===== config.mk =====
export PLATFORM = sky130hd
export DESIGN_NAME = cmt_regdec
export DESIGN_NICKNAME = d
export VERILOG_FILES = /design/src/rtl/cmtdec_pkg.sv /design/src/rtl/cmtdec_addr_map.sv /design/src/rtl/cmtdec_start_ctrl.sv /design/src/rtl/cmtdec_resp.sv /design/src/rtl/cmt_regdec.sv
export SDC_FILE = /design/constraint.sdc
export NUM_CORES = 1
export LEC_CHECK = 0
export BUFFER_PORTS_ARGS = -buffer_cell sky130_fd_sc_hd__buf_2
export CAP_MARGIN = 20
export CELL_PAD_IN_SITES_DETAIL_PLACEMENT = 1
export CELL_PAD_IN_SITES_GLOBAL_PLACEMENT = 2
export CORE_MARGIN = 3
export CORE_UTILIZATION = 17
export DETAILED_ROUTE_END_ITERATION = 16
export GPL_ROUTABILITY_DRIVEN = 0
export MAX_ROUTING_LAYER = met4
export PLACE_DENSITY_LB_ADDON = 0.1
export RECOVER_POWER = 50
export SLEW_MARGIN = 20
export SYNTH_ARGS = -nofsm -noshare
export SYNTH_HDL_FRONTEND = slang
export SYNTH_HIERARCHICAL = 1
export SYNTH_SLANG_ARGS = --single-unit

===== constraint.sdc =====
create_clock -name clk -period 3.35 [get_ports clk]
set_clock_uncertainty 0.05 [all_clocks]
set_input_delay 0 -clock clk [delete_from_list [all_inputs] [get_ports clk]]
set_output_delay 0 -clock clk [all_outputs]
set_load 0.005 [all_outputs]

===== src/rtl/cmtdec_pkg.sv =====
package cmtdec_pkg;

    localparam int DATA_W = 32;
    localparam int MAX_CH = 8;
    localparam int IDX_W  = 3;
    localparam int REGS_PER_CH = 3;

    typedef enum logic [1:0] {
        LAY_NARROW = 2'd0,
        LAY_WIDE   = 2'd1,
        LAY_PERCH  = 2'd2
    } layout_e;

    typedef enum logic [1:0] {
        RG_STATUS  = 2'd0,
        RG_COUNT   = 2'd1,
        RG_COMPARE = 2'd2,
        RG_NONE    = 2'd3
    } chreg_e;

    typedef enum logic [1:0] {
        HIT_NONE   = 2'd0,
        HIT_SHARED = 2'd1,
        HIT_CHSTRT = 2'd2,
        HIT_CHREG  = 2'd3
    } hit_e;

    typedef struct packed {
        hit_e             hit;
        logic [IDX_W-1:0] idx;
        chreg_e           rg;
    } dec_t;

    function automatic int ctrl_width(layout_e lay);
        return (lay == LAY_PERCH) ? 32 : 16;
    endfunction

    function automatic int count_width(layout_e lay);
        return (lay == LAY_NARROW) ? 16 : 32;
    endfunction

    function automatic logic [DATA_W-1:0] lane_mask(layout_e lay, chreg_e rg);
        int w;
        w = (rg == RG_STATUS) ? ctrl_width(lay) : count_width(lay);
        if (w >= DATA_W) return '1;
        return (DATA_W'(1) << w) - DATA_W'(1);
    endfunction

    // Byte address of register r (0 status, 1 counter, 2 compare) of channel n.
    function automatic int reg_addr(layout_e lay, int n, int r);
        case (lay)
            LAY_NARROW: return 2 + 6 * n + 2 * r;
            LAY_WIDE:   return 16 + 16 * n + 4 * r;
            default:    return 256 * n + 16 + 4 * r;
        endcase
    endfunction

    function automatic int start_addr(int n);
        return 256 * n;
    endfunction

endpackage


===== src/rtl/cmtdec_addr_map.sv =====
module cmtdec_addr_map
    import cmtdec_pkg::*;
#(
    parameter layout_e           LAYOUT  = LAY_WIDE,
    parameter int                NUM_CH  = 8,
    parameter int                ADDR_W  = 12,
    parameter logic [NUM_CH-1:0] PRESENT = '1
) (
    input  logic [ADDR_W-1:0] addr,
    output dec_t              dec
);

    always_comb begin
        dec = '{hit: HIT_NONE, idx: '0, rg: RG_NONE};
        if (LAYOUT != LAY_PERCH && addr == '0) begin
            dec.hit = HIT_SHARED;
        end
        for (int n = 0; n < NUM_CH; n++) begin
            if (PRESENT[n]) begin
                if (LAYOUT == LAY_PERCH && addr == ADDR_W'(start_addr(n))) begin
                    dec.hit = HIT_CHSTRT;
                    dec.idx = IDX_W'(n);
                end
                for (int r = 0; r < REGS_PER_CH; r++) begin
                    if (addr == ADDR_W'(reg_addr(LAYOUT, n, r))) begin
                        dec.hit = HIT_CHREG;
                        dec.idx = IDX_W'(n);
                        dec.rg  = chreg_e'(r);
                    end
                end
            end
        end
    end

endmodule


===== src/rtl/cmtdec_start_ctrl.sv =====
module cmtdec_start_ctrl
    import cmtdec_pkg::*;
#(
    parameter int                NUM_CH  = 8,
    parameter logic [NUM_CH-1:0] PRESENT = '1
) (
    input  logic              clk,
    input  logic              rst,
    input  logic              wr_shared,
    input  logic              wr_one,
    input  logic [IDX_W-1:0]  idx,
    input  logic [NUM_CH-1:0] wbits,
    output logic [NUM_CH-1:0] run_q
);

    logic [NUM_CH-1:0] idx_mask;

    always_comb begin
        idx_mask = '0;
        for (int n = 0; n < NUM_CH; n++) begin
            if (idx == IDX_W'(n)) idx_mask[n] = 1'b1;
        end
    end

    always_ff @(posedge clk) begin
        if (rst) begin
            run_q <= '0;
        end else if (wr_shared) begin
            run_q <= wbits & PRESENT;
        end else if (wr_one) begin
            run_q <= wbits[0] ? (run_q | (idx_mask & PRESENT)) : (run_q & ~idx_mask);
        end
    end

    assert_absent_low_R6: assert property (@(posedge clk) disable iff (rst)
        (run_q & ~PRESENT) == '0);

    assert_hold_idle_R7: assert property (@(posedge clk) disable iff (rst)
        !(wr_shared || wr_one) |=> $stable(run_q));

    assert_single_bit_R5: assert property (@(posedge clk) disable iff (rst)
        wr_one |=> ((run_q ^ $past(run_q)) & ~$past(idx_mask)) == '0);

endmodule


===== src/rtl/cmtdec_resp.sv =====
module cmtdec_resp
    import cmtdec_pkg::*;
#(
    parameter layout_e LAYOUT = LAY_WIDE,
    parameter int      NUM_CH = 8
) (
    input  logic                     clk,
    input  logic                     rst,
    input  logic                     req_valid,
    input  logic                     req_write,
    input  dec_t                     dec,
    input  logic [NUM_CH-1:0]        run_q,
    input  logic [NUM_CH*DATA_W-1:0] ch_rdata,
    output logic                     rsp_valid,
    output logic [DATA_W-1:0]        rsp_rdata
);

    logic [DATA_W-1:0] chan_word;
    logic [DATA_W-1:0] rd_next;
    logic [DATA_W-1:0] mask_now;
    logic              run_bit;

    always_comb begin
        chan_word = '0;
        run_bit   = 1'b0;
        for (int n = 0; n < NUM_CH; n++) begin
            if (dec.idx == IDX_W'(n)) begin
                chan_word = ch_rdata[n*DATA_W +: DATA_W];
                run_bit   = run_q[n];
            end
        end
        mask_now = lane_mask(LAYOUT, dec.rg);
        rd_next  = '0;
        if (!req_write) begin
            case (dec.hit)
                HIT_SHARED: rd_next = DATA_W'(run_q);
                HIT_CHSTRT: rd_next = DATA_W'(run_bit);
                HIT_CHREG:  rd_next = chan_word & mask_now;
                default:    rd_next = '0;
            endcase
        end
    end

    always_ff @(posedge clk) begin
        if (rst) begin
            rsp_valid <= 1'b0;
            rsp_rdata <= '0;
        end else begin
            rsp_valid <= req_valid;
            rsp_rdata <= req_valid ? rd_next : '0;
        end
    end

    assert_rsp_follows_R8: assert property (@(posedge clk) disable iff (rst)
        req_valid |=> rsp_valid);

    assert_rsp_idle_R8: assert property (@(posedge clk) disable iff (rst)
        !req_valid |=> !rsp_valid);

    assert_miss_zero_R7: assert property (@(posedge clk) disable iff (rst)
        (req_valid && dec.hit == HIT_NONE) |=> rsp_rdata == '0);

    assert_lane_width_R9: assert property (@(posedge clk) disable iff (rst)
        (req_valid && dec.hit == HIT_CHREG) |=> (rsp_rdata & ~$past(mask_now)) == '0);

endmodule


===== src/rtl/cmt_regdec.sv =====
module cmt_regdec
    import cmtdec_pkg::*;
#(
    parameter layout_e           LAYOUT  = LAY_WIDE,
    parameter int                NUM_CH  = 8,
    parameter int                ADDR_W  = 12,
    parameter logic [NUM_CH-1:0] PRESENT = 8'h3f
) (
    input  logic                     clk,
    input  logic                     rst,
    input  logic                     req_valid,
    input  logic                     req_write,
    input  logic [ADDR_W-1:0]        req_addr,
    input  logic [DATA_W-1:0]        req_wdata,
    output logic                     rsp_valid,
    output logic [DATA_W-1:0]        rsp_rdata,
    output logic [NUM_CH-1:0]        ch_sel,
    output logic [1:0]               ch_reg,
    output logic                     ch_write,
    output logic [DATA_W-1:0]        ch_wdata,
    input  logic [NUM_CH*DATA_W-1:0] ch_rdata,
    output logic [NUM_CH-1:0]        ch_start
);

    dec_t dec;
    logic reg_hit;
    logic wr_shared;
    logic wr_one;

    cmtdec_addr_map #(
        .LAYOUT (LAYOUT),
        .NUM_CH (NUM_CH),
        .ADDR_W (ADDR_W),
        .PRESENT(PRESENT)
    ) u_map (
        .addr(req_addr),
        .dec (dec)
    );

    assign reg_hit   = req_valid && dec.hit == HIT_CHREG;
    assign wr_shared = req_valid && req_write && dec.hit == HIT_SHARED;
    assign wr_one    = req_valid && req_write && dec.hit == HIT_CHSTRT;

    cmtdec_start_ctrl #(
        .NUM_CH (NUM_CH),
        .PRESENT(PRESENT)
    ) u_start (
        .clk      (clk),
        .rst      (rst),
        .wr_shared(wr_shared),
        .wr_one   (wr_one),
        .idx      (dec.idx),
        .wbits    (req_wdata[NUM_CH-1:0]),
        .run_q    (ch_start)
    );

    cmtdec_resp #(
        .LAYOUT(LAYOUT),
        .NUM_CH(NUM_CH)
    ) u_resp (
        .clk      (clk),
        .rst      (rst),
        .req_valid(req_valid),
        .req_write(req_write),
        .dec      (dec),
        .run_q    (ch_start),
        .ch_rdata (ch_rdata),
        .rsp_valid(rsp_valid),
        .rsp_rdata(rsp_rdata)
    );

    always_comb begin
        ch_sel = '0;
        for (int n = 0; n < NUM_CH; n++) begin
            if (reg_hit && dec.idx == IDX_W'(n)) ch_sel[n] = 1'b1;
        end
        ch_reg   = reg_hit ? dec.rg : RG_NONE;
        ch_write = reg_hit && req_write;
        ch_wdata = reg_hit ? (req_wdata & lane_mask(LAYOUT, dec.rg)) : '0;
    end

    assert_sel_onehot_R10: assert property (@(posedge clk) disable iff (rst)
        $onehot0(ch_sel));

    assert_sel_needs_req_R10: assert property (@(posedge clk) disable iff (rst)
        !req_valid |-> ch_sel == '0);

    assert_write_selected_R10: assert property (@(posedge clk) disable iff (rst)
        ch_write |-> (ch_sel != '0 && req_write));

    assert_absent_unselected_R6: assert property (@(posedge clk) disable iff (rst)
        (ch_sel & ~PRESENT) == '0);

endmodule


# After elaboration in Yosys (flattened, before gate mapping)

Index checks and enable logic that the tools add are counted.

Output and inout bits: 84
Input bits: 304
Word-level logic and storage cells: 121
Register bits: 41

$lt $le $gt $ge: 1
Add/sub/neg operators: 1
Equal/unequal tests: 28
Reductions and logical operators: 19
Bitwise operators: 6
Shift-type cells: 1
Mux-type cells: 61

Operators by type and width:

| operator                                                  | number |
|---|---|
| 2-to-1 mux 32 bit                                         | 11 |
| 2-to-1 mux 7 bit                                          | 18 |
| equality test 12 x 7 -> 1 bit (second input constant)     | 9 |
| one-hot mux 32 bit (3 select lines)                       | 1 |
| equality test 12 x 6 -> 1 bit (second input constant)     | 6 |
| AND 32 bit                                                | 2 |
| equality test 12 x 5 -> 1 bit (second input constant)     | 3 |
| << shifter 1 x 6 -> 32 bit (first input constant)         | 1 |
| subtractor 32 x 2 -> 32 bit (second input constant)       | 1 |
| 2-to-1 mux 1 bit                                          | 26 |
| 2-to-1 mux 6 bit                                          | 3 |
| logical AND 1 bit                                         | 13 |
| equality test 3 bit (second input constant)               | 4 |
| logical NOT 12 bit                                        | 1 |
| AND 8 bit                                                 | 1 |
| 2-to-1 mux 8 bit                                          | 1 |
| inverter 8 bit                                            | 1 |
| bitwise OR 8 x 6 -> 8 bit                                 | 1 |
| equality test 3 x 2 -> 1 bit (second input constant)      | 2 |
| greater-or-equal comparator 6 bit (second input constant) | 1 |
| equality test 2 bit (second input constant)               | 2 |
| equality test 3 x 1 -> 1 bit (second input constant)      | 1 |
| logical NOT 3 bit                                         | 1 |
| OR reduction 3 bit                                        | 1 |
| 6 further kinds                                           | 6 |

# Longest topological paths before layout

Gate-level depths: netlist of the first run.

Word-level depth: 31
Mapped depth: 10
Mapped depth without buffers: 7

# Modules after synthesis

The synthesis of the first run kept the hierarchy.

Modules (own cells, without submodules):

| module            | times used | cells each | seq. area each (µm²) | area an instance (µm²) |
|---|---|---|---|---|
| cmtdec_resp       | 1          | 348        | 660.6                | 3026.7 |
| cmtdec_start_ctrl | 1          | 43         | 160.2                | 405.4 |
| cmt_regdec        | 1          | 58         | 0.0                  | 356.6 |
| cmtdec_addr_map   | 1          | 23         | 0.0                  | 146.4 |

# Worst setup path before layout of the first run

Ideal clock, no wire load.

Path kind: input port to flip-flop
Start point: input req_addr[0]
End point: register u_resp.rsp_rdata[0]
Library setup time: 0.122 ns
Stages: 7
Arrival time: 2.186 ns
Setup slack: 0.992 ns
Path through: nor4_4 nand3_2 nor2_1 buf_2 mux4_2 mux2_2 a221o_1

RTL lines:

| item                   | RTL line          | text |
|---|---|---|
| start: declaration     | cmt_regdec.sv:13  | `input logic [ADDR_W-1:0] req_addr,` |
| end signal: assignment | cmtdec_resp.sv:50 | `rsp_rdata <= req_valid ? rd_next : '0;` |
| end: declaration       | cmtdec_resp.sv:15 | `output logic [DATA_W-1:0] rsp_rdata` |

==> impl_results.rst, run 1 <==
.. list-table::
   :header-rows: 1

   * - Metric
     - Value
   * - Post-synthesis cell area
     - 3940 um2
   * - Number of fillers in the final layout
     - 2,866
   * - Number of buffers on the longest clock path
     - 2
   * - Clock transition time at the flip-flop clock pins of the worst setup and hold paths
     - 0.06 ns
   * - Startpoint of the most critical setup path
     - req_addr[0]
   * - Worst Reg-to-Reg Cells
     - 4
   * - Number of warnings reported in the yosys synthesis log
     - 6
   * - CORE AREA
     - 22,700 um2
   * - Post-Syn Instances
     - 472
   * - Lkg Pwr
     - 2.84 nW
   * - Power density normalized to cell area
     - 198 nW/um2
   * - First DRT Iteration DRCs
     - 218
   * - Library cell used as clock root buffer
     - sky130_fd_sc_hd__clkbuf_16
   * - Starting utilization of the core area
     - 17.3%
   * - TritonCTS Buffers
     - 5
   * - TritonCTS Sinks
     - 41
   * - Antenna violation net count after detailed routing
     - 0
   * - First-pass DRT Iterations
     - 5
   * - Category of cells accounting for the largest share of critical-path delay
     - simple AND/OR/NAND/NOR gates
   * - Global routing usage summed across all routing layers
     - 17.1%
   * - Path type of the worst setup path
     - input pin to flip-flop
   * - Syn_nets
     - 776
   * - Worst Setup Start Kind
     - input pin
   * - Share of post-route cells with drive strength above 1
     - 44.3%
   * - Number of enable flip-flop cells after synthesis
     - 0
   * - Type of destination of the critical path
     - flip-flop
   * - TritonCTS clock tree
     - built
   * - Antenna violations before repair
     - 5
   * - Flip-flop cell with the highest count after synthesis
     - sky130_fd_sc_hd__dfxtp_1
   * - Via count
     - 5,443
   * - Wire length of the first global-routing pass
     - 32,300 um
   * - WP data arrival
     - 2.73 ns
   * - DRC violation count after routing
     - 0
   * - Overall die area
     - 25,000 um2
   * - Most common library cell in the layout ignoring fill and taps
     - sky130_fd_sc_hd__buf_2
   * - Endpoint of the most critical register-to-register path
     - u_resp/rsp_rdata[0]$_SDFF_PP0_
   * - DR WL met2
     - 11,800 um
   * - Avg WL per Cell
     - 19.5 um
   * - Worst reg2reg setup slack
     - 1.91 ns
   * - Ordered list of cells on the worst path
     - buf_2, nor4_4, nand3_1, nor2_4, clkbuf_1, mux4_2, nor2_1, nor3_1
   * - Wire length on met1
     - 8670 um
   * - Minimum period implied by the final worst setup slack
     - 2.60 ns
   * - Total of buffers placed on input and output ports
     - 387
   * - Length of routed met3 wiring
     - 1700 um
   * - Synth area leader
     - sky130_fd_sc_hd__dfxtp_1
   * - Setup fix buffers added after clock tree synthesis
     - 0
   * - Largest driver fanout on the critical path
     - 18
   * - Number of buffer and inverter stages on the critical path
     - 2
   * - CP Depth
     - 8
   * - Total Wirelength
     - 22,500 um
   * - Highest metal layer with signal wires
     - met4
   * - Slew @ Worst Pin
     - 0.887 ns
   * - Destination of the critical timing path
     - u_resp/rsp_rdata[31]$_SDFF_PP0_
   * - Average vias per placed instance
     - 4.70
   * - Rows
     - 55
   * - Die width
     - 158 um
   * - Unrepaired setup endpoints after global routing
     - false
   * - Result of the run
     - complete, no violations
   * - Leading cell types by total area after synthesis
     - sky130_fd_sc_hd__dfxtp_1 (21%), sky130_fd_sc_hd__mux2i_1 (16%), sky130_fd_sc_hd__mux4_2 (6.3%)
   * - Detailed placement HPWL
     - 18,600 um
   * - Area growth, synth to finish
     - 66.4%
   * - Total Nets Final
     - 1,173
   * - Number of global-route vias before repair
     - 5,801
   * - Path category of the worst min-delay check
     - input pin to flip-flop
   * - Most frequent cells in the layout
     - sky130_fd_sc_hd__buf_2 (338), sky130_fd_sc_hd__mux2i_1 (64), sky130_fd_sc_hd__clkbuf_1 (50), sky130_fd_sc_hd__dfxtp_1 (41), sky130_fd_sc_hd__nor2_1 (40)
   * - Slew HR
     - 40.9%
   * - # IOs
     - 388
   * - Sequential cell area fraction in the yosys report
     - 20.9%
   * - Maximum vdd ir drop
     - 0.125 mV
   * - Largest net degree at the start of global routing
     - 63
   * - Setup total negative slack
     - 0 ns
   * - Final Max Slew Viols
     - 0
   * - Mean instance size in the synthesized netlist
     - 8.34 um2
   * - Count of H-tree levels built during CTS
     - 2
   * - Count of cell types in the netlist
     - 56
   * - Overall overflow remaining after global route
     - 0
   * - Insertion delay to the later sink of the worst-skew pair
     - 0.29 ns
   * - Height of the die
     - 158 um
   * - Max Clk Rate
     - 385 MHz
   * - Area share of the largest cell type after synthesis
     - 20.9%
   * - Fin crit share
     - 77.6%
   * - Required time at the worst-slack endpoint
     - 3.48 ns
   * - Share of flip-flops with an asynchronous set or reset
     - 0%
   * - Highest cell delay on the worst timing path
     - 0.72 ns
   * - Worst Hold Margin
     - 0.00276 ns
   * - Number of max-cap violations
     - 0
   * - Standard cell with the maximum stage delay on the critical path
     - sky130_fd_sc_hd__clkbuf_1
   * - Final hold violations
     - 0
   * - # setup viols final
     - 0
   * - Seq cells post-synth
     - 41
-- where the power goes --
group | internal [mW] | leakage (nW) | switching (mW) | total, mW
Clock | 0.293 | 0.0700 | 0.199 | 0.492
Sequential | 0.488 | 0.330 | 0.000451 | 0.489
Combinational | 0.196 | 2.44 | 0.117 | 0.314
-- logic make-up after synthesis --
| group | after synthesis | share of synthesized area [%] |
|---|---|---|
| xor+xnor | 1 | 0.223 |
| simple gates | 155 | 22.4 |
| compound gates | 137 | 25.3 |
| buf+inv | 59 | 7.50 |
| flops | 41 | 20.9 |
| mux | 79 | 23.7 |
-- worst reg2reg max path, cell delays in order (launching register included) --
cell                       delay [ns]
sky130_fd_sc_hd__dfxtp_1         0.37
sky130_fd_sc_hd__mux2_2          0.29
sky130_fd_sc_hd__o221ai_1        0.21
sky130_fd_sc_hd__a211oi_1        0.11
sky130_fd_sc_hd__a221o_1         0.29
-- cell type report --
cell class,count,area [um2],share of cell area [%]
Inverter,18,67.6,1.03
Clock buffer,7,143,2.18
Tap cell,285,357,5.45
Timing Repair Buffer,431,2310,35.3
Multi-Input combinational cell,372,2840,43.4
Antenna cell,5,12.5,0.191
Sequential cell,41,821,12.5
-- worst min path at each step --
stage	to	depth (start not counted)	slack [ns]	from
after CTS	u_resp/rsp_rdata[22]$_SDFF_PP0_	3	0.002	ch_rdata[54]
final	u_resp/rsp_rdata[29]$_SDFF_PP0_	3	0.003	ch_rdata[253]
after detailed placement	ch_wdata[8]	3	0.23	req_wdata[8]
after global placement	ch_wdata[6]	3	0.22	req_wdata[6]
after floorplan	u_resp/rsp_valid$_SDFF_PP0_	1	0.02	rst
after global routing	u_resp/rsp_rdata[24]$_SDFF_PP0_	3	0.006	ch_rdata[216]
-- timing repair --
action                                 in CTS  in global routing
hold buffers                               32                  0
endpoints found under the hold margin      22                  0
resized for setup                           0                  0
setup endpoints to repair                   0                  0
-- per-stage QoR --
step           power, mW  setup slack [ns]  area, um2  std cells  util (%)
2_1_floorplan      0.576             0.992       3940        472         -
3_3_place_gp       0.785             0.657       6140       1115      27.0
3_5_place_dp       0.787             0.602       6140       1115      27.0
4_1_cts             1.33             0.906       6600       1154      29.1
5_1_grt             1.37             0.497       6550       1159      28.8
6_report            1.29             0.750       6550       1159      28.8
-- synthesized netlist by cell type (6+ instances only) --
cell / instances
sky130_fd_sc_hd__a21oi_1: 12
sky130_fd_sc_hd__buf_2: 14
sky130_fd_sc_hd__nand2b_1: 8
sky130_fd_sc_hd__nand3_1: 6
sky130_fd_sc_hd__nor2_1: 43
sky130_fd_sc_hd__nor2b_1: 7
sky130_fd_sc_hd__buf_4: 9
sky130_fd_sc_hd__clkbuf_1: 14
sky130_fd_sc_hd__o22ai_1: 22
sky130_fd_sc_hd__and2_1: 16
sky130_fd_sc_hd__nand2_1: 16
sky130_fd_sc_hd__a2111oi_0: 12
sky130_fd_sc_hd__a222oi_1: 13
sky130_fd_sc_hd__inv_1: 18
sky130_fd_sc_hd__and3_1: 17
sky130_fd_sc_hd__nor3_1: 14
sky130_fd_sc_hd__o211ai_1: 10
sky130_fd_sc_hd__o21ai_0: 27
sky130_fd_sc_hd__mux4_2: 11
sky130_fd_sc_hd__o2bb2ai_1: 20
sky130_fd_sc_hd__dfxtp_1: 41
sky130_fd_sc_hd__mux2i_1: 64
-- per-layer routing --
layer	track usage [%]	vias up
met5	-	-
li1	-	2632
met1	18.4	2557
met2	31.5	227
met3	4.40	27
met4	3.89	0
No activity file was read; power rests on OpenSTA's default activity.
==> inputs of run 2 (changes only) <==
Settings changed: ABC_AREA set to 1, CORE_UTILIZATION 17 to 16.
Clock period 3.35 ns to 2.4 ns, I/O delays scaled along.
==> run 2 against run 1 <==
Against the previous run:
- clock power rose by 61%
- area after synthesis rose by 9.1%
- wire length increased by 25%
- critical path depth up 10
- critical path type unchanged
- highest routed layer unchanged
==> impl_results.rst, run 2 <==
.. list-table::
   :header-rows: 1

   * - Metric
     - Value
   * - Result of the run
     - complete, no violations
   * - Count of cell types in the netlist
     - 33
   * - Height of the die
     - 170 um
   * - Average vias per placed instance
     - 4.26
   * - First DRT Iteration DRCs
     - 214
   * - Lkg Pwr
     - 4.07 nW
   * - Endpoint of the most critical register-to-register path
     - u_resp/rsp_rdata[0]$_SDFF_PP0_
   * - Syn_nets
     - 1,107
   * - Most frequent cells in the layout
     - sky130_fd_sc_hd__buf_2 (350), sky130_fd_sc_hd__nand2_1 (261), sky130_fd_sc_hd__nor2_1 (118), sky130_fd_sc_hd__inv_1 (89), sky130_fd_sc_hd__a21oi_1 (66)
   * - Pwr Total
     - 1.93 mW
   * - Required time at the worst-slack endpoint
     - 2.55 ns
   * - Count of H-tree levels built during CTS
     - 2
   * - Detailed placement HPWL
     - 23,200 um
   * - Largest net degree at the start of global routing
     - 42
   * - Final Max Slew Viols
     - 0
   * - Most common library cell in the layout ignoring fill and taps
     - sky130_fd_sc_hd__buf_2
   * - Starting utilization of the core area
     - 16.4%
   * - Mean instance size in the synthesized netlist
     - 5.34 um2
   * - Seq cells post-synth
     - 41
   * - Area growth, synth to finish
     - 74.1%
   * - Non-Filler Instances
     - 1,597
   * - Highest metal layer with signal wires
     - met4
   * - Minimum period implied by the final worst setup slack
     - 2.04 ns
   * - Type of destination of the critical path
     - flip-flop
   * - Overall overflow remaining after global route
     - 0
   * - Die width
     - 170 um
   * - Slew @ Worst Pin
     - 0.463 ns
   * - Wire length on met1
     - 11,600 um
   * - Number of enable flip-flop cells after synthesis
     - 0
   * - Post-synthesis cell area
     - 4290 um2
   * - Number of fillers in the final layout
     - 3,564
   * - Library cell used as clock root buffer
     - sky130_fd_sc_hd__clkbuf_16
   * - Sequential cell area fraction in the yosys report
     - 19.1%
   * - Slew HR
     - 69.1%
   * - Wire length of the first global-routing pass
     - 41,100 um
   * - Rows
     - 59
   * - Synth area leader
     - sky130_fd_sc_hd__nand2_1
   * - Share of post-route cells with drive strength above 1
     - 35.4%
   * - Avg WL per Cell
     - 17.6 um
   * - # setup viols final
     - 0
   * - Path type of the worst setup path
     - input pin to flip-flop
   * - Global routing usage summed across all routing layers
     - 19.0%
   * - Worst Setup Start Kind
     - input pin
   * - Antenna violations before repair
     - 10
   * - Number of max-cap violations
     - 0
   * - Insertion delay to the later sink of the worst-skew pair
     - 0.29 ns
   * - CORE AREA
     - 26,200 um2
   * - Worst reg2reg setup slack
     - 1.30 ns
   * - Number of global-route vias before repair
     - 7,405
   * - Antenna violation net count after detailed routing
     - 0
   * - Post-Syn Instances
     - 803
   * - Maximum vdd ir drop
     - 0.204 mV
   * - Path category of the worst min-delay check
     - input pin to flip-flop
   * - # IOs
     - 388
   * - Power density normalized to cell area
     - 258 nW/um2
   * - Startpoint of the most critical setup path
     - req_addr[3]
   * - Clock transition time at the flip-flop clock pins of the worst setup and hold paths
     - 0.07 ns
   * - Worst Hold Margin
     - 0.00304 ns
   * - Flip-flop cell with the highest count after synthesis
     - sky130_fd_sc_hd__dfxtp_1
   * - Length of routed met3 wiring
     - 2010 um
   * - Unrepaired setup endpoints after global routing
     - false
   * - Total instance count after detailed placement
     - 1,530
   * - Post-synth top cells
     - sky130_fd_sc_hd__nand2_1 (261), sky130_fd_sc_hd__nor2_1 (116), sky130_fd_sc_hd__inv_1 (88), sky130_fd_sc_hd__a21oi_1 (66), sky130_fd_sc_hd__nand3_1 (57)
   * - DRC violation count after routing
     - 0
   * - Final hold violations
     - 0
   * - First-pass DRT Iterations
     - 4
   * - Cell with the most instances after synthesis
     - sky130_fd_sc_hd__nand2_1
   * - Leading cell types by total area after synthesis
     - sky130_fd_sc_hd__nand2_1 (23%), sky130_fd_sc_hd__dfxtp_1 (19%), sky130_fd_sc_hd__nor2_1 (10%)
   * - Fin crit share
     - 85.1%
   * - Max Clk Rate
     - 490 MHz
   * - Total of buffers placed on input and output ports
     - 387
   * - WP data arrival
     - 2.19 ns
   * - Number of buffers on the longest clock path
     - 2
   * - Total Wirelength
     - 28,100 um
   * - Largest driver fanout on the critical path
     - 7
   * - Area share of the largest cell type after synthesis
     - 22.8%
   * - TritonCTS clock tree
     - built
   * - Overall die area
     - 28,800 um2
   * - TritonCTS Sinks
     - 41
   * - DR WL met2
     - 14,200 um
   * - Via count
     - 6,797
   * - Number of warnings reported in the yosys synthesis log
     - 6
   * - Share of flip-flops with an asynchronous set or reset
     - 0%
   * - Total Nets Final
     - 1,556
   * - Worst min-delay path startpoint
     - ch_rdata[222]
   * - TritonCTS Buffers
     - 5
   * - Core occupancy in the finished layout
     - 28.5%
   * - Worst Reg-to-Reg Cells
     - 8
## run 2: changes by cell type after synthesis, moves of 13 or more
cell and change:
sky130_fd_sc_hd__a21oi_1 +54, sky130_fd_sc_hd__a222oi_1 -13, sky130_fd_sc_hd__and2_1 -16, sky130_fd_sc_hd__and3_1 -17, sky130_fd_sc_hd__inv_1 +70, sky130_fd_sc_hd__mux2i_1 -64, sky130_fd_sc_hd__nand2_1 +245, sky130_fd_sc_hd__nand3_1 +51
sky130_fd_sc_hd__nand4_1 +28, sky130_fd_sc_hd__nor2_1 +73, sky130_fd_sc_hd__o22ai_1 -16, sky130_fd_sc_hd__o2bb2ai_1 -20
## run 2: layer usage
layer | GRT usage (%) | vias up
li1 | - | 3479
met1 | 21.0 | 3052
met2 | 34.8 | 247
met3 | 4.17 | 19
met4 | 4.05 | 0
met5 | - | -
## run 2: worst min path at each step
stage | slack (ns) | cells after the start | to
final | 0.003 | 5 | u_resp/rsp_rdata[30]$_SDFF_PP0_
after global routing | 0.005 | 5 | u_resp/rsp_rdata[15]$_SDFF_PP0_
after CTS | 0.0007 | 5 | u_resp/rsp_rdata[15]$_SDFF_PP0_
after detailed placement | 0.17 | 2 | u_resp/rsp_valid$_SDFF_PP0_
after floorplan | 0.02 | 2 | ch_wdata[0]
after global placement | 0.16 | 2 | u_resp/rsp_valid$_SDFF_PP0_
## run 2: logic make-up (layout without fill, tap and decap cells)
| family | Yosys count | after routing | share of synthesized area (%) |
|---|---|---|---|
| AOI/OAI and AO/OA | 120 | 120 | 15.3 |
| buffers and inverters | 135 | 584 | 13.6 |
| DFF | 41 | 41 | 19.1 |
| other | 0 | 10 | 0 |
| and+or+nand+nor | 507 | 507 | 52.0 |
## run 2: what timing repair did
action | in CTS | in global routing
resized for setup | 0 | 0
hold buffers | 50 | 0
hold endpoints to repair | 28 | 0
setup buffers | 0 | 0
## run 2: area by class of cell
cell class                      instances  area [um2]  area share [%]
Sequential cell                        41         821            11.0
Multi-Input combinational cell        627        2910            38.9
Timing Repair Buffer                  478        2770            37.1
Antenna cell                           10        25.0           0.335
Clock inverter                          2        35.0           0.469
Inverter                               99         372            4.97
Clock buffer                            5         125            1.67
Tap cell                              335         419            5.61
## run 2: where the power goes
group	internal [mW]	leakage [nW]	switching, mW	total [mW]
Clock	0.484	0.0797	0.309	0.793
Combinational	0.273	3.66	0.184	0.457
Sequential	0.681	0.330	0.000586	0.682
## run 2: critical path, cell delays in order
cell                      delay, ns
sky130_fd_sc_hd__buf_2         0.10
sky130_fd_sc_hd__nor2_1        0.04
sky130_fd_sc_hd__nand2_1       0.10
sky130_fd_sc_hd__nor2_4        0.05
sky130_fd_sc_hd__buf_4         0.16
sky130_fd_sc_hd__nand2_2       0.08
sky130_fd_sc_hd__nand3_1       0.08
sky130_fd_sc_hd__nor2_1        0.19
sky130_fd_sc_hd__nand3_1       0.26
sky130_fd_sc_hd__nor3_1        0.25
sky130_fd_sc_hd__buf_4         0.16
sky130_fd_sc_hd__inv_2         0.03
sky130_fd_sc_hd__nor2_1        0.28
sky130_fd_sc_hd__nand2_1       0.13
sky130_fd_sc_hd__nand2_1       0.08
sky130_fd_sc_hd__nand2_1       0.05
sky130_fd_sc_hd__nor2_1        0.09
sky130_fd_sc_hd__nor2_1        0.04
## run 2: stage by stage
stage	setup slack, ns	area (um2)	TNS (ns)
detailed placement	0.0157	6840	0
finish	0.359	7470	0
CTS	0.329	7500	0
global route	0.0566	7470	0
floorplan	0.162	4290	0
global placement	-0.00779	6840	-0.00779
==> inputs of run 3 (changes only) <==
Settings changed: PLACE_DENSITY set to 0.86, PLACE_DENSITY_LB_ADDON 0.1 to not set.
==> run 3 against run 2 <==
Against the previous run:
- wire length rose by 6.7%
- first-iteration DRC count is 7.5% lower
- worst setup slack got worse by 0.15 ns
- combinational power up 9.2%
- sequential power about the same
- critical path type unchanged
- largest cell class is now buffers
- largest power group unchanged
==> impl_results.rst, run 3 (same netlist as run 2, synthesis figures left out) <==
.. list-table::
   :header-rows: 1

   * - Metric
     - Value
   * - Storage cell area
     - 821 um2
   * - Result of the run
     - complete, no violations
   * - Endpoint of the worst hold-timing path
     - u_resp/rsp_rdata[16]$_SDFF_PP0_
   * - Slew HR
     - 53.5%
   * - Count of H-tree levels built during CTS
     - 2
   * - Type of destination of the critical path
     - flip-flop
   * - Internal Power
     - 1.49 mW
   * - WP data arrival
     - 2.31 ns
   * - Die width
     - 170 um
   * - Power density normalized to cell area
     - 260 nW/um2
   * - Number of max-cap violations
     - 0
   * - Global routing usage summed across all routing layers
     - 20.0%
   * - Lkg Pwr
     - 4.19 nW
   * - Total Nets Final
     - 1,586
   * - Place WS
     - -0.410 ns
   * - Combinational cell fraction of total power
     - 24.7%
   * - Pwr Total
     - 2.02 mW
   * - Worst hold path stage count
     - 5
   * - Detailed placement HPWL
     - 24,600 um
   * - TritonCTS clock tree
     - built
   * - Minimum period implied by the final worst setup slack
     - 2.19 ns
   * - Core occupancy in the finished layout
     - 29.7%
   * - Worst reg2reg setup slack
     - 1.23 ns
   * - Maximum vdd ir drop
     - 0.251 mV
   * - Number of fillers in the final layout
     - 3,522
   * - Clock group share of total power
     - 41.7%
   * - Power share of the sequential group
     - 33.7%
   * - Max Clk Rate
     - 457 MHz
   * - Path type of the worst setup path
     - input pin to flip-flop
   * - Worst Reg-to-Reg Cells
     - 8
   * - Overall die area
     - 28,800 um2
   * - Insertion delay to the later sink of the worst-skew pair
     - 0.29 ns
   * - DRC violation count after routing
     - 0
   * - # IOs
     - 388
   * - Worst Setup Start Kind
     - input pin
   * - Most common library cell in the layout ignoring fill and taps
     - sky130_fd_sc_hd__buf_2
   * - Worst min-delay path startpoint
     - ch_rdata[144]
   * - Final Max Slew Viols
     - 0
   * - Largest driver fanout on the critical path
     - 11
   * - Overall overflow remaining after global route
     - 0
   * - Largest net degree at the start of global routing
     - 42
   * - CORE AREA
     - 26,200 um2
   * - Antenna violation net count after detailed routing
     - 0
   * - Net Switching
     - 0.533 mW
   * - Average vias per placed instance
     - 4.45
   * - Antenna violations before repair
     - 12
   * - Total Wirelength
     - 30,000 um
   * - Via count
     - 7,261
   * - Total instance count after detailed placement
     - 1,547
   * - Starting utilization of the core area
     - 16.4%
   * - TritonCTS Buffers
     - 5
   * - Height of the die
     - 170 um
   * - Non-Filler Instances
     - 1,630
   * - Area used by multi-input combinational logic
     - 2940 um2
   * - Avg WL per Cell
     - 18.4 um
   * - Number of global-route vias before repair
     - 7,767
   * - Net switching share of the total power
     - 26.3%
   * - # setup viols final
     - 0
   * - TritonCTS Sinks
     - 41
   * - Library cell used as clock root buffer
     - sky130_fd_sc_hd__clkbuf_16
   * - Total of buffers placed on input and output ports
     - 387
   * - Clock transition time at the flip-flop clock pins of the worst setup and hold paths
     - 0.07 ns
   * - Rows
     - 59
   * - Worst Hold Margin
     - 0.00813 ns
   * - Wire length of the first global-routing pass
     - 42,900 um
   * - Required time at the worst-slack endpoint
     - 2.52 ns
   * - Setup slack of the critical path after layout
     - 0.212 ns
   * - Number of buffers on the longest clock path
     - 2
   * - Unrepaired setup endpoints after global routing
     - true
   * - Area growth, synth to finish
     - 81.1%
   * - Most frequent cells in the layout
     - sky130_fd_sc_hd__buf_2 (339), sky130_fd_sc_hd__nand2_1 (261), sky130_fd_sc_hd__nor2_1 (117), sky130_fd_sc_hd__inv_1 (88), sky130_fd_sc_hd__a21oi_1 (65)
   * - Endpoint of the most critical register-to-register path
     - u_resp/rsp_rdata[0]$_SDFF_PP0_
   * - Slew @ Worst Pin
     - 0.695 ns
   * - First DRT Iteration DRCs
     - 198
   * - Final hold violations
     - 0
   * - Fin crit share
     - 91.2%
   * - First-pass DRT Iterations
     - 6
   * - Path category of the worst min-delay check
     - input pin to flip-flop
   * - Share of post-route cells with drive strength above 1
     - 36.5%
run 3: cell types whose count changed in the layout (fill, tap and decap cells not counted), sizes merged:
cell,previous run,this run
buf,390,405
clkbuf,43,54
clkinv,1,0
clkinvlp,0,1
diode,10,12
dlygate4sd3,50,54
nand3,59,60
run 3: final cells by class:
| cell class | count | area share, % |
|---|---|---|
| diodes | 12 | 0.386 |
| flip-flops and latches | 41 | 10.6 |
| well taps | 335 | 5.39 |
| inverters | 99 | 4.78 |
| clock inverters | 2 | 0.483 |
| clock buffers | 6 | 1.79 |
| repair buffers | 507 | 38.8 |
| multi-input cells | 628 | 37.8 |
run 3: worst max-delay path by stage:
stage | start | to | slack, ns | depth (start not counted)
2_1_floorplan | req_addr[9] | u_resp/rsp_rdata[18]$_SDFF_PP0_ | 0.16 | 14
3_3_place_gp | req_addr[11] | u_resp/rsp_rdata[6]$_SDFF_PP0_ | -0.29 | 20
3_5_place_dp | req_addr[11] | u_resp/rsp_rdata[6]$_SDFF_PP0_ | -0.41 | 20
4_1_cts | req_addr[3] | u_resp/rsp_rdata[26]$_SDFF_PP0_ | -0.009 | 16
5_1_grt | req_addr[1] | u_resp/rsp_rdata[3]$_SDFF_PP0_ | -0.02 | 20
6_report | req_addr[7] | u_resp/rsp_rdata[3]$_SDFF_PP0_ | 0.21 | 15
run 3: worst max-delay path: stages:
cell and delay, ns:
sky130_fd_sc_hd__buf_2 0.10, sky130_fd_sc_hd__buf_4 0.13, sky130_fd_sc_hd__nor2_4 0.11, sky130_fd_sc_hd__buf_4 0.11, sky130_fd_sc_hd__nand3_1 0.12, sky130_fd_sc_hd__a22oi_2 0.31
sky130_fd_sc_hd__buf_4 0.27, sky130_fd_sc_hd__inv_1 0.18, sky130_fd_sc_hd__nor3_4 0.33, sky130_fd_sc_hd__inv_2 0.14, sky130_fd_sc_hd__buf_4 0.21, sky130_fd_sc_hd__nor2_1 0.11
sky130_fd_sc_hd__nor2_1 0.05, sky130_fd_sc_hd__nand2_1 0.08, sky130_fd_sc_hd__a21oi_1 0.06
run 3: metrics by stage:
step	TNS (ns)	area, um2
final	0	7770
after detailed placement	-8.75	6970
after CTS	-0.0127	7710
after global routing	-0.0157	7770
after floorplan	0	4290
after global placement	-4.67	6970
run 3: power groups by stage:
stage          clock network [mW]  logic (mW)  registers [mW]
2_1_floorplan                   0       0.100           0.697
3_3_place_gp                    0       0.419           0.697
3_5_place_dp                    0       0.425           0.697
4_1_cts                     0.873       0.499           0.681
5_1_grt                     0.904       0.548           0.681
6_report                    0.843       0.499           0.681
run 3: timing repair:
item	4_1_cts	5_1_grt
endpoints found under the setup margin	6	77
pin swaps	1	4
buffers inserted	2	6
gates resized for setup	0	5
hold buffers	54	0
endpoints found under the hold margin	28	0
gates cloned	0	1
run 3: per-layer routing:
metal  wire length (um)  vias to the layer above  GRT usage, %
met1              11500                     3353          21.0
met4               1000                        0          6.93
met3               2180                       40          4.75
met2              15300                      323          36.7
li1                   -                     3545             -
met5                  0                        -             -
